<file path="src/rtl/sp_pkg.sv">
package sp_pkg;
  localparam int unsigned WORD_BYTES = 2;

  typedef enum logic [1:0] {
    SP_HOLD  = 2'd0,
    SP_UP    = 2'd1,
    SP_DOWN  = 2'd2,
    SP_LOAD  = 2'd3
  } sp_action_e;

  // Step in bytes for a single or a double-word stack operation.
  function automatic int unsigned step_bytes(input logic dbl);
    return dbl ? 2 * WORD_BYTES : WORD_BYTES;
  endfunction
endpackage

</file>
<file path="src/rtl/sp_adjust.sv">
module sp_adjust
  import sp_pkg::*;
#(
  parameter int unsigned AW = 16
) (
  input  logic [AW-1:0] sp,
  input  logic          push,
  input  logic          pop,
  input  logic          dbl,
  input  logic          load,
  output sp_action_e    action,
  output logic [AW-1:0] sp_next_adj,
  output logic [AW-1:0] addr,
  output logic [AW:0]   up_sum
);
  localparam int unsigned EW = AW + 1;

  logic [AW:0] step_ext;

  always_comb begin
    step_ext = EW'(step_bytes(dbl));
    up_sum   = {1'b0, sp} + step_ext;

    if (load)      action = SP_LOAD;
    else if (push) action = SP_UP;
    else if (pop)  action = SP_DOWN;
    else           action = SP_HOLD;

    case (action)
      SP_UP:   sp_next_adj = up_sum[AW-1:0];
      SP_DOWN: sp_next_adj = sp - step_ext[AW-1:0];
      default: sp_next_adj = sp;
    endcase

    addr = (pop && !push) ? (sp - step_ext[AW-1:0]) : sp;
  end
endmodule

</file>
<file path="src/rtl/sp_limit.sv">
module sp_limit #(
  parameter int unsigned AW = 16
) (
  input  logic          clk,
  input  logic          rst_n,
  input  logic          lim_wr,
  input  logic [AW-1:0] wr_data,
  input  logic          push_go,
  input  logic [AW:0]   up_sum,
  output logic          armed,
  output logic          over
);
  logic [AW-1:0] lim_q;

  function automatic logic [AW-1:0] word_align(input logic [AW-1:0] v);
    return {v[AW-1:1], 1'b0};
  endfunction

  always_ff @(posedge clk) begin
    if (!rst_n) begin
      lim_q <= '0;
      armed <= 1'b0;
    end else if (lim_wr) begin
      lim_q <= word_align(wr_data);
      armed <= 1'b1;
    end
  end

  assign over = armed && push_go && (up_sum > {1'b0, lim_q});
endmodule

</file>
<file path="src/rtl/stack_ptr_unit.sv">
module stack_ptr_unit
  import sp_pkg::*;
#(
  parameter int unsigned AW       = 16,
  parameter logic [AW-1:0] SP_INIT = 16'h0200
) (
  input  logic          clk,
  input  logic          rst_n,
  input  logic          push_i,
  input  logic          pop_i,
  input  logic          dbl_i,
  input  logic          sp_wr_i,
  input  logic          lim_wr_i,
  input  logic [AW-1:0] wr_data_i,
  output logic [AW-1:0] sp_o,
  output logic [AW-1:0] acc_addr_o,
  output logic          stk_err_o
);
  logic [AW-1:0] sp_q;
  logic [AW-1:0] sp_adj;
  logic [AW:0]   up_sum;
  sp_action_e    action;
  logic          push_go;
  logic          pop_go;
  logic          lim_armed;
  logic          lim_over;
  logic          err_q;

  function automatic logic [AW-1:0] word_align(input logic [AW-1:0] v);
    return {v[AW-1:1], 1'b0};
  endfunction

  sp_adjust #(.AW(AW)) u_adjust (
    .sp          (sp_q),
    .push        (push_i),
    .pop         (pop_i),
    .dbl         (dbl_i),
    .load        (sp_wr_i),
    .action      (action),
    .sp_next_adj (sp_adj),
    .addr        (acc_addr_o),
    .up_sum      (up_sum)
  );

  assign push_go = (action == SP_UP);
  assign pop_go  = (action == SP_DOWN);

  sp_limit #(.AW(AW)) u_limit (
    .clk     (clk),
    .rst_n   (rst_n),
    .lim_wr  (lim_wr_i),
    .wr_data (wr_data_i),
    .push_go (push_go),
    .up_sum  (up_sum),
    .armed   (lim_armed),
    .over    (lim_over)
  );

  always_ff @(posedge clk) begin
    if (!rst_n) begin
      sp_q  <= word_align(SP_INIT);
      err_q <= 1'b0;
    end else begin
      sp_q  <= (action == SP_LOAD) ? word_align(wr_data_i) : word_align(sp_adj);
      err_q <= lim_over;
    end
  end

  assign sp_o      = sp_q;
  assign stk_err_o = err_q;
endmodule

</file>
<file path="config.mk">
export PLATFORM = sky130hd
export DESIGN_NAME = stack_ptr_unit
export DESIGN_NICKNAME = d
export VERILOG_FILES = /design/src/rtl/sp_pkg.sv /design/src/rtl/sp_adjust.sv /design/src/rtl/sp_limit.sv /design/src/rtl/stack_ptr_unit.sv
export SDC_FILE = /design/constraint.sdc
export NUM_CORES = 1
export LEC_CHECK = 0
export BUFFER_PORTS_ARGS = -buffer_cell sky130_fd_sc_hd__buf_4
export CAP_MARGIN = 40
export CELL_PAD_IN_SITES_DETAIL_PLACEMENT = 2
export CELL_PAD_IN_SITES_GLOBAL_PLACEMENT = 2
export CORE_MARGIN = 4
export CORE_UTILIZATION = 35
export DETAILED_ROUTE_END_ITERATION = 6
export GPL_TIMING_DRIVEN = 0
export PLACE_DENSITY_LB_ADDON = 0.1
export SETUP_SLACK_MARGIN = 0.3
export SYNTH_ARGS = -nofsm -noshare
export SYNTH_HDL_FRONTEND = slang
export SYNTH_HIERARCHICAL = 1
export SYNTH_SLANG_ARGS = --single-unit
</file>
<file path="constraint.sdc">
create_clock -name clk -period 6.6 [get_ports clk]
set_input_delay 0.99 -clock clk [delete_from_list [all_inputs] [get_ports clk]]
set_output_delay 0.99 -clock clk [all_outputs]
set_load 0.01 [all_outputs]
</file>
# After elaboration in Yosys (flattened, before gate mapping)
# Index checks and enable logic that the tools add are counted.
[classes]
order_cmp = 1
addsub = 2
n_eq_ne = 3
mux = 7
reduce_logical = 5
[ops]
columns = ["operator", "count"]
rows = [
  ["16-bit 2-to-1 mux", 2],
  ["16-bit one-hot mux with 2 select lines", 1],
  ["16-bit by 17-bit adder with 17-bit output", 1],
  ["17-bit by 16-bit greater-than comparator with 1-bit output", 1],
  ["16-bit subtractor", 1],
  ["2-bit 2-to-1 mux", 3],
  ["2-bit == test (second input constant)", 2],
  ["1-bit logical AND", 3],
  ["3-bit 2-to-1 mux", 1],
  ["3-bit nonzero test", 1],
  ["2-bit by 1-bit == test with 1-bit output (second input constant)", 1],
  ["1-bit logical NOT", 1],
]
[word_totals]
regBits = 33
in_bits = 23
word_cells = 23

# Longest topological paths before layout
# Gate-level depths: netlist of the first run.
[depth]
depth_word = 6
mapped_depth = 15
ltp_nobuf = 15

# Modules after synthesis
# The synthesis of the first run kept the hierarchy.
[by_module_without_submodules]
columns = ["module", "area_each_um2", "instances", "cells_per_inst"]
rows = [
  ["sp_adjust", 1092.3, 1, 164],
  ["sp_limit", 979.7, 1, 101],
  ["stack_ptr_unit", 669.4, 1, 74],
]

# Worst setup path after synthesis of the first run
# OpenSTA, ideal clock, no wires.
[synth_timing]
path_kind = "input to register"
start = "in dbl_i"
end = "reg err_q (netlist: stk_err_o)"
required_ns = 6.485
path_slack_ns = 2.890
path_stages = 15
t_arrival_ns = 3.595
cell_sequence = "inv_1 ha_1 inv_1 fa_1 and3b_1 nand2_1 nor2_1 nand2_1 xnor2_1 ha_1 and3_1 a22o_1 o21ai_0 a31oi_1 and2_1"
[synth_via]
elab_chain_len = 4
[synth_lines]
columns = ["item", "line_no", "text"]
rows = [
  ["from (decl)", "stack_ptr_unit.sv:11", "input logic dbl_i,"],
  ["3-bit 2-to-1 mux", "sp_pkg.sv:13", "return dbl ? 2 * WORD_BYTES : WORD_BYTES;"],
  ["16-bit by 17-bit adder with 17-bit output", "sp_adjust.sv:22", "up_sum = {1'b0, sp} + step_ext;"],
  ["net up_sum[11]", "stack_ptr_unit.sv:21", "logic [AW:0] up_sum;"],
  ["17-bit by 16-bit greater-than comparator with 1-bit output", "sp_limit.sv:29", "assign over = armed && push_go && (up_sum > {1'b0, lim_q});"],
  ["1-bit logical AND", "sp_limit.sv:29", ""],
  ["net lim_over", "stack_ptr_unit.sv:26", "logic lim_over;"],
  ["to (signal assigned)", "stack_ptr_unit.sv:65", "err_q <= lim_over;"],
  ["to (decl)", "stack_ptr_unit.sv:27", "logic err_q;"],
]
# The timed path passes the listed nets, and every way through them passes these cells.
# A chain may end at the register's enable or synchronous reset.

# Worst setup path in the final report of the first run
# Same ends and word-level chain as after synthesis.

==> results of run 1 <==
## routing by layer
metal | global-route usage [%] | part of all wire, % | vias to the layer above
li1 | - | - | 1280
met1 | 28.5 | 48 | 1237
met2 | 33.6 | 47 | 37
met3 | 2.48 | 2.8 | 8
met4 | 5.02 | 1.2 | 0
met5 | 0 | 0 | -
## power by group
group / leakage (nW) / switching [mW] / internal [mW] / total, mW
Combinational: 1.18 / 0.128 / 0.103 / 0.231
Clock: 0.0455 / 0.0726 / 0.0850 / 0.158
Sequential: 0.264 / 0.0112 / 0.207 / 0.218
## through the flow
| step | cell area, sq um | power, mW | utilization, % | hold WS, ns |
|---|---|---|---|---|
| 2_1_floorplan | 2740 | 0.363 | - | 0.428 |
| 3_3_place_gp | 3250 | 0.441 | 43.8 | 0.444 |
| 3_5_place_dp | 3250 | 0.450 | 43.8 | 0.471 |
| 4_1_cts | 3340 | 0.614 | 45.1 | 0.495 |
| 5_1_grt | 3340 | 0.648 | 45.1 | 0.513 |
| 6_report | 3340 | 0.607 | 45.1 | 0.487 |
## cell usage in the layout (no fill, tap or decap), types with 5 or more instances in the layout
cell type,instances
sky130_fd_sc_hd__buf_4,58
sky130_fd_sc_hd__nand2_1,39
sky130_fd_sc_hd__dfxtp_1,32
sky130_fd_sc_hd__xnor2_1,26
sky130_fd_sc_hd__inv_1,24
sky130_fd_sc_hd__nor2b_1,20
sky130_fd_sc_hd__nand4_1,19
sky130_fd_sc_hd__ha_1,19
sky130_fd_sc_hd__mux2i_1,16
sky130_fd_sc_hd__o21ai_0,14
sky130_fd_sc_hd__nor2_1,14
sky130_fd_sc_hd__xor2_1,11
sky130_fd_sc_hd__buf_2,9
sky130_fd_sc_hd__o21ai_2,9
sky130_fd_sc_hd__clkbuf_1,8
sky130_fd_sc_hd__nand3_1,8
sky130_fd_sc_hd__clkbuf_8,6
sky130_fd_sc_hd__nand2b_1,5
sky130_fd_sc_hd__a21oi_1,5
sky130_fd_sc_hd__nor3_1,5
## state kept, by name, indices dropped and copies added (netlist names)
name           cells
sp_o              15
u_limit/lim_q     15
stk_err_o          1
u_limit/armed      1
## path summary, 6_finish.rpt
check | startpoint | end | cells past startpoint
max | dbl_i | stk_err_o | 16
min | u_limit/armed | u_limit/armed | 1
max reg2reg | sp_o[1] | stk_err_o | 14
min reg2reg | u_limit/armed | u_limit/armed | 1
## worst max-delay path, stage by stage
cell                      delay, ns
sky130_fd_sc_hd__buf_4         0.12
sky130_fd_sc_hd__inv_1         0.13
sky130_fd_sc_hd__ha_1          0.20
sky130_fd_sc_hd__inv_1         0.05
sky130_fd_sc_hd__fa_1          0.43
sky130_fd_sc_hd__and3b_1       0.32
sky130_fd_sc_hd__nand2_1       0.07
sky130_fd_sc_hd__nor2_1        0.38
sky130_fd_sc_hd__nand2_1       0.14
sky130_fd_sc_hd__xnor2_1       0.24
sky130_fd_sc_hd__ha_1          0.29
sky130_fd_sc_hd__and3_1        0.21
sky130_fd_sc_hd__a22o_1        0.23
sky130_fd_sc_hd__o21ai_0       0.26
sky130_fd_sc_hd__a31oi_1       0.12
sky130_fd_sc_hd__and2_1        0.16
## final cells by class
type	instances	area, sq um	area share [%]
plain buffers	26	158	4.72
clock buffers	8	90.1	2.70
inverters	24	90.1	2.70
multi-input cells	258	1850	55.5
flip-flops and latches	32	641	19.2
well taps	99	124	3.71
repair buffers	51	383	11.5
==> summary.txt, run 1 <==
Critical path
  – CP Data Arrival Time: about 4.4 ns
  – Crit end category: flop
  – Startpoint-to-endpoint class of the critical path: in -> reg
  – Slack of the worst reg-to-reg path: 2.95 ns
  – Maximum fanout encountered on the critical timing path: 6
  – Endpoint required time on the critical path: around 6.8 ns
  – Critical path startpoint category: input port

Final layout
  – Final Net Count: 442
  – Layout-stage area growth over the synthesis result: 22.1%
  – Antenna diode count: 0
  – Fraction of final layout cells sized beyond drive strength 1: 24.1%
  – Number of standard cells in the layout, taps in and fillers out: 498
  – Fill cell total of the finished layout: 846

Min path
  – Path class of the lowest-slack min-delay path: reg -> reg

Timing
  – Final setup violation count: 0
  – Max Clk Rate: 239 MHz
  – Final total negative setup slack: 0 ns
  – Transition time at the pin with the least slew margin: 0.617 ns
  – Final WS setup: 2.42 ns
  – Time the final worst path needs with I/O delays and setup: around 4.2 ns
  – Fin. Hold Viols: 0
  – Unrepaired setup endpoints after global routing: false
  – Number of pins with negative max-slew slack in the final report: 0
  – Final setup skew: 0.00595 ns
  – Portion of the clock cycle consumed by the worst path in the final layout: a little under two thirds
  – Remaining max-slew budget at the tightest pin: 58.5%

Floorplanning
  – Starting utilization of the core area: 36.9%
  – Vertical die dimension: 96.4 um
  – Top Ports: 56
  – Die Wd: 96.4 um
  – Core Footprint: around 7400 sq um
  – Floorplan die area: 9290 sq um
  – Number of cell rows: 31

Placement
  – Final HPWL DP: 7220 um
  – Number of buffers added on ports: 51
  – Setup Slack @ Placement: 2.14 ns
  – Number of cells after detailed placement: 490
  – Final GP Congestion: approximately 0.8

Global routing
  – Antenna violations before repair: 0
  – Final global-route overflow total: 0
  – Pin count of the biggest net entering global routing: 11
  – Number of global-route vias before repair: 2692
  – GR Util All Layers: 20.5%
  – Wire length of the first global-routing pass: 14500 um

Pwr
  – Peak ir drop on the vdd network: 0.164 mV
  – Power density normalized to cell area: 182 nW/um^2
  – Leakage power of the design: roughly 1.5 nW

Route
  – DRC violation count after routing: 0
  – Number of routed nets with antenna violations: 0
  – Initial DRT Pass Iterations: 4
  – Count of vias placed by the detailed router: ~2600
  – Final Routed Wirelength: just under 9000 um
  – Number of DRC markers in iteration 0: 100
  – Routed via count divided by cell count: 5.14
  – Avg WL per Cell: about 18 um

Clocking
  – Resize count post-CTS: 0
  – Num Clock Sinks: 32
  – Clock buffers created by TritonCTS: 5
  – Post CTS Setup Buffer Count: 0
  – Number of hold-repair buffers added at the cts stage: 0
  – Max Buffers Root-to-Sink: 2
  – Maximum level of the CTS H-tree: 2
  – Clock slew at reported path FFs: 0.07 ns
  – Clock network latency to the later pin of the worst-skew pair: about 0.29 ns
  – TritonCTS clock tree: yes
  – Cell at the root of the clock tree: sky130_fd_sc_hd__clkbuf_8

Run status
  – Result of the run: finished clean

Logic synthesis
  – Area of the mapped netlist: 2730 sq um
  – Post-synthesis instance total: approximately 340
  – Syn avg cell area: 8.09 sq um
  – Synth Warn #: 6

Job
  – Total of max-cap violations: 0
Note: power is estimated with default switching activity, not from simulation.
==> inputs of run 2 (changes only) <==
- ABC_AREA: not set -> 1
- CORE_UTILIZATION: 35 -> 27
- clock period: 6.6 -> 3.5 ns (I/O delays scaled with it)
==> summary.txt, run 2 <==
Final layout
  – Final Net Count: 612 (+38%)
  – Fill cell total of the finished layout: 1405 (+66%)
  – Most common cell after layout, fill and taps aside: sky130_fd_sc_hd__nand2_1
  – Fraction of final layout cells sized beyond drive strength 1: 22.1% (-1.9 points)
  – Layout-stage area growth over the synthesis result: 24.0%
  – Commonest cells after routing, fill and taps aside: 145 x sky130_fd_sc_hd__nand2_1, 72 x sky130_fd_sc_hd__inv_1, 59 x sky130_fd_sc_hd__buf_4, 51 x sky130_fd_sc_hd__nor2_1
  – Post-route cell area: 3800 sq um (+14%)
  – Antenna diode count: 0 (unchanged)
  – Final core utilization: 34.6% (-10 points)

Clocking
  – Clock slew at reported path FFs: 0.05 ns (-0.02 ns)
  – Number of hold-repair buffers added at the cts stage: 0 (unchanged)
  – Post CTS Setup Buffer Count: 0 (unchanged)
  – Clock network latency to the later pin of the worst-skew pair: 0.28 ns (about the same)
  – Num Clock Sinks: 32 (unchanged)
  – TritonCTS clock tree: yes
  – Cell at the root of the clock tree: sky130_fd_sc_hd__clkbuf_16
  – Maximum level of the CTS H-tree: 2 (unchanged)
  – Clock buffers created by TritonCTS: 5 (unchanged)
  – Resize count post-CTS: 0 (unchanged)
  – Max Buffers Root-to-Sink: 2 (unchanged)

Critical path
  – Critical path startpoint category: input port
  – Endpoint required time on the critical path: 3.68 ns (-3.11 ns)
  – Maximum fanout encountered on the critical timing path: 4 (-2)
  – R2R depth: 13 (-1)
  – CP max-delay cell: sky130_fd_sc_hd__fa_2
  – Startpoint-to-endpoint class of the critical path: in -> reg
  – Crit end category: flop
  – Capturing instance or port of the critical path: stk_err_o
  – Biggest cell delay along the critical path: 0.40 ns (-0.03 ns)
  – Slack of the worst reg-to-reg path: 0.65 ns (-2.30 ns)
  – Reg2Reg Launch Point: sp_o[2]
  – End of the worst register-to-register path: stk_err_o
  – Critical Path Source: dbl_i
  – CP Data Arrival Time: 3.18 ns (-1.19 ns)
  – Cells traversed along the worst timing path: buf_4, inv_1, ha_2, inv_1, fa_2, nor3_2, nand4_1, and2_1, ha_1, nand2_1, nor3_1, nand4_1, nand2_1, a21oi_2, nand2_1, inv_1

Global routing
  – Global-route layer with the greatest usage: met2
  – Antenna violations before repair: 0 (unchanged)
  – Met1 track demand over resource: 23.0% (-5.5 points)
  – Met2 track utilization from global routing: 33.6% (-0.035 points)
  – Number of global-route vias before repair: 3705 (+38%)
  – Pin count of the biggest net entering global routing: 11 (unchanged)
  – GR Util All Layers: 18.4% (-2.0 points)
  – Final global-route overflow total: 0 (unchanged)
  – Wire length of the first global-routing pass: 18900 um (+30%)
  – Global routing met3 resource utilization: 2.75% (+0.27 points)

Floorplanning
  – Die Wd: 114 um (+19%)
  – Top Ports: 56 (unchanged)
  – Number of cell rows: 38 (+23%)
  – Floorplan die area: 13100 sq um (+41%)
  – Core Footprint: 11000 sq um (+48%)
  – Starting utilization of the core area: 27.9% (-9.0 points)
  – Vertical die dimension: 114 um (+19%)

Run status
  – Result of the run: finished clean

Pwr
  – Gate power share: 38.9% (+0.8 points)
  – Psw: 535 uW (+150%)
  – Clock share of power: 31.4% (+5.4 points)
  – Peak ir drop on the vdd network: 0.169 mV (+3.1%)
  – Leakage power of the design: 1.90 nW (+28%)
  – Total power consumption of the routed design: 1.43 mW (+140%)
  – Cell internal pwr: 895 uW (+130%)
  – Power density normalized to cell area: 377 nW/um^2 (+110%)
  – Sw frac: 37.4% (+2.5 points)
  – Relative contribution of sequential cells to total power: 29.7% (-6.3 points)

Route
  – Final Routed Wirelength: 11600 um (+31%)
  – Routed via count divided by cell count: 4.81 (-6.5%)
  – DRC violation count after routing: 0 (unchanged)
  – Avg WL per Cell: 16.4 um (-8.1%)
  – Number of DRC markers in iteration 0: 84 (-16%)
  – Initial DRT Pass Iterations: 4 (unchanged)
  – Number of routed nets with antenna violations: 0 (unchanged)
  – Count of vias placed by the detailed router: 3410 (+33%)

Timing
  – Time the final worst path needs with I/O delays and setup: 3.00 ns
  – Final setup violation count: 0 (unchanged)
  – Transition time at the pin with the least slew margin: 0.512 ns (-0.105 ns)
  – Portion of the clock cycle consumed by the worst path in the final layout: 85.7%
  – Fin. Hold Viols: 0 (unchanged)
  – Final WS setup: 0.501 ns (-1.92 ns)
  – Unrepaired setup endpoints after global routing: false
  – Max Clk Rate: 333 MHz
  – Final total negative setup slack: 0 ns (unchanged)
  – Number of pins with negative max-slew slack in the final report: 0 (unchanged)
  – Final setup skew: 0.00571 ns (-0.000237 ns)
  – Remaining max-slew budget at the tightest pin: 65.8% (+7.3 points)

Placement
  – Setup Slack @ Placement: 0.0840 ns (-2.05 ns)
  – Instance area at placement: 3630 sq um (+12%)
  – Final GP Congestion: 0.756 (-5.9%)
  – Number of buffers added on ports: 52 (+2.0%)
  – Final HPWL DP: 9850 um (+37%)

Logic synthesis
  – Area of the mapped netlist: 3060 sq um (+12%)
  – Syn avg cell area: 6.04 sq um (-25%)
  – Post-synthesis instance total: 507 (+50%)
  – Synth Warn #: 6 (unchanged)

Job
  – Total of max-cap violations: 0 (unchanged)

Min path
  – Path class of the lowest-slack min-delay path: reg -> reg
  – Hold depth: 2 (+1)
[run 2: power by group through the flow]
stage	clock (mW)	combinational, mW	sequential (mW)
global placement	0	0.542	0.434
global route	0.478	0.633	0.430
detailed placement	0	0.561	0.434
finish	0.449	0.556	0.425
CTS	0.460	0.565	0.427
floorplan	0	0.349	0.430
[run 2: critical path: cells and delay by family]
family,cells,cell delay (ns)
and+or+nand+nor,8,1.33
adders and majority gates,3,0.91
buffers and inverters,4,0.38
AOI/OAI and AO/OA,1,0.04
[run 2: area by class of cell]
| type | count | area (sq um) | share of cell area (%) |
|---|---|---|---|
| multi-input cells | 378 | 1980 | 52.0 |
| flip-flops and latches | 32 | 641 | 16.9 |
| repair buffers | 52 | 390 | 10.3 |
| inverters | 76 | 287 | 7.55 |
| plain buffers | 23 | 181 | 4.78 |
| well taps | 140 | 175 | 4.61 |
| clock buffers | 8 | 146 | 3.86 |
[run 2: how the worst min path moves through the flow]
stage	start	slack (ns)	endpoint
6_report	u_limit/lim_q[2]	0.47	u_limit/lim_q[2]
3_3_place_gp	u_limit/lim_q[4]	0.45	u_limit/lim_q[4]
3_5_place_dp	u_limit/lim_q[15]	0.46	u_limit/lim_q[15]
2_1_floorplan	u_limit/armed	0.43	u_limit/armed
5_1_grt	lim_wr_i	0.49	u_limit/armed
4_1_cts	u_limit/lim_q[15]	0.47	u_limit/lim_q[15]
[run 2: layer usage]
metal  routed length, um  up-vias
met5                   0        -
li1                    -     1690
met3                 399       12
met4                 121        0
met2                5850       56
met1                5260     1652
[run 2: stage by stage]
stage	hold WS, ns	instances
global route	0.488	709
CTS	0.469	709
finish	0.466	709
floorplan	0.428	509
detailed placement	0.461	701
global placement	0.447	701
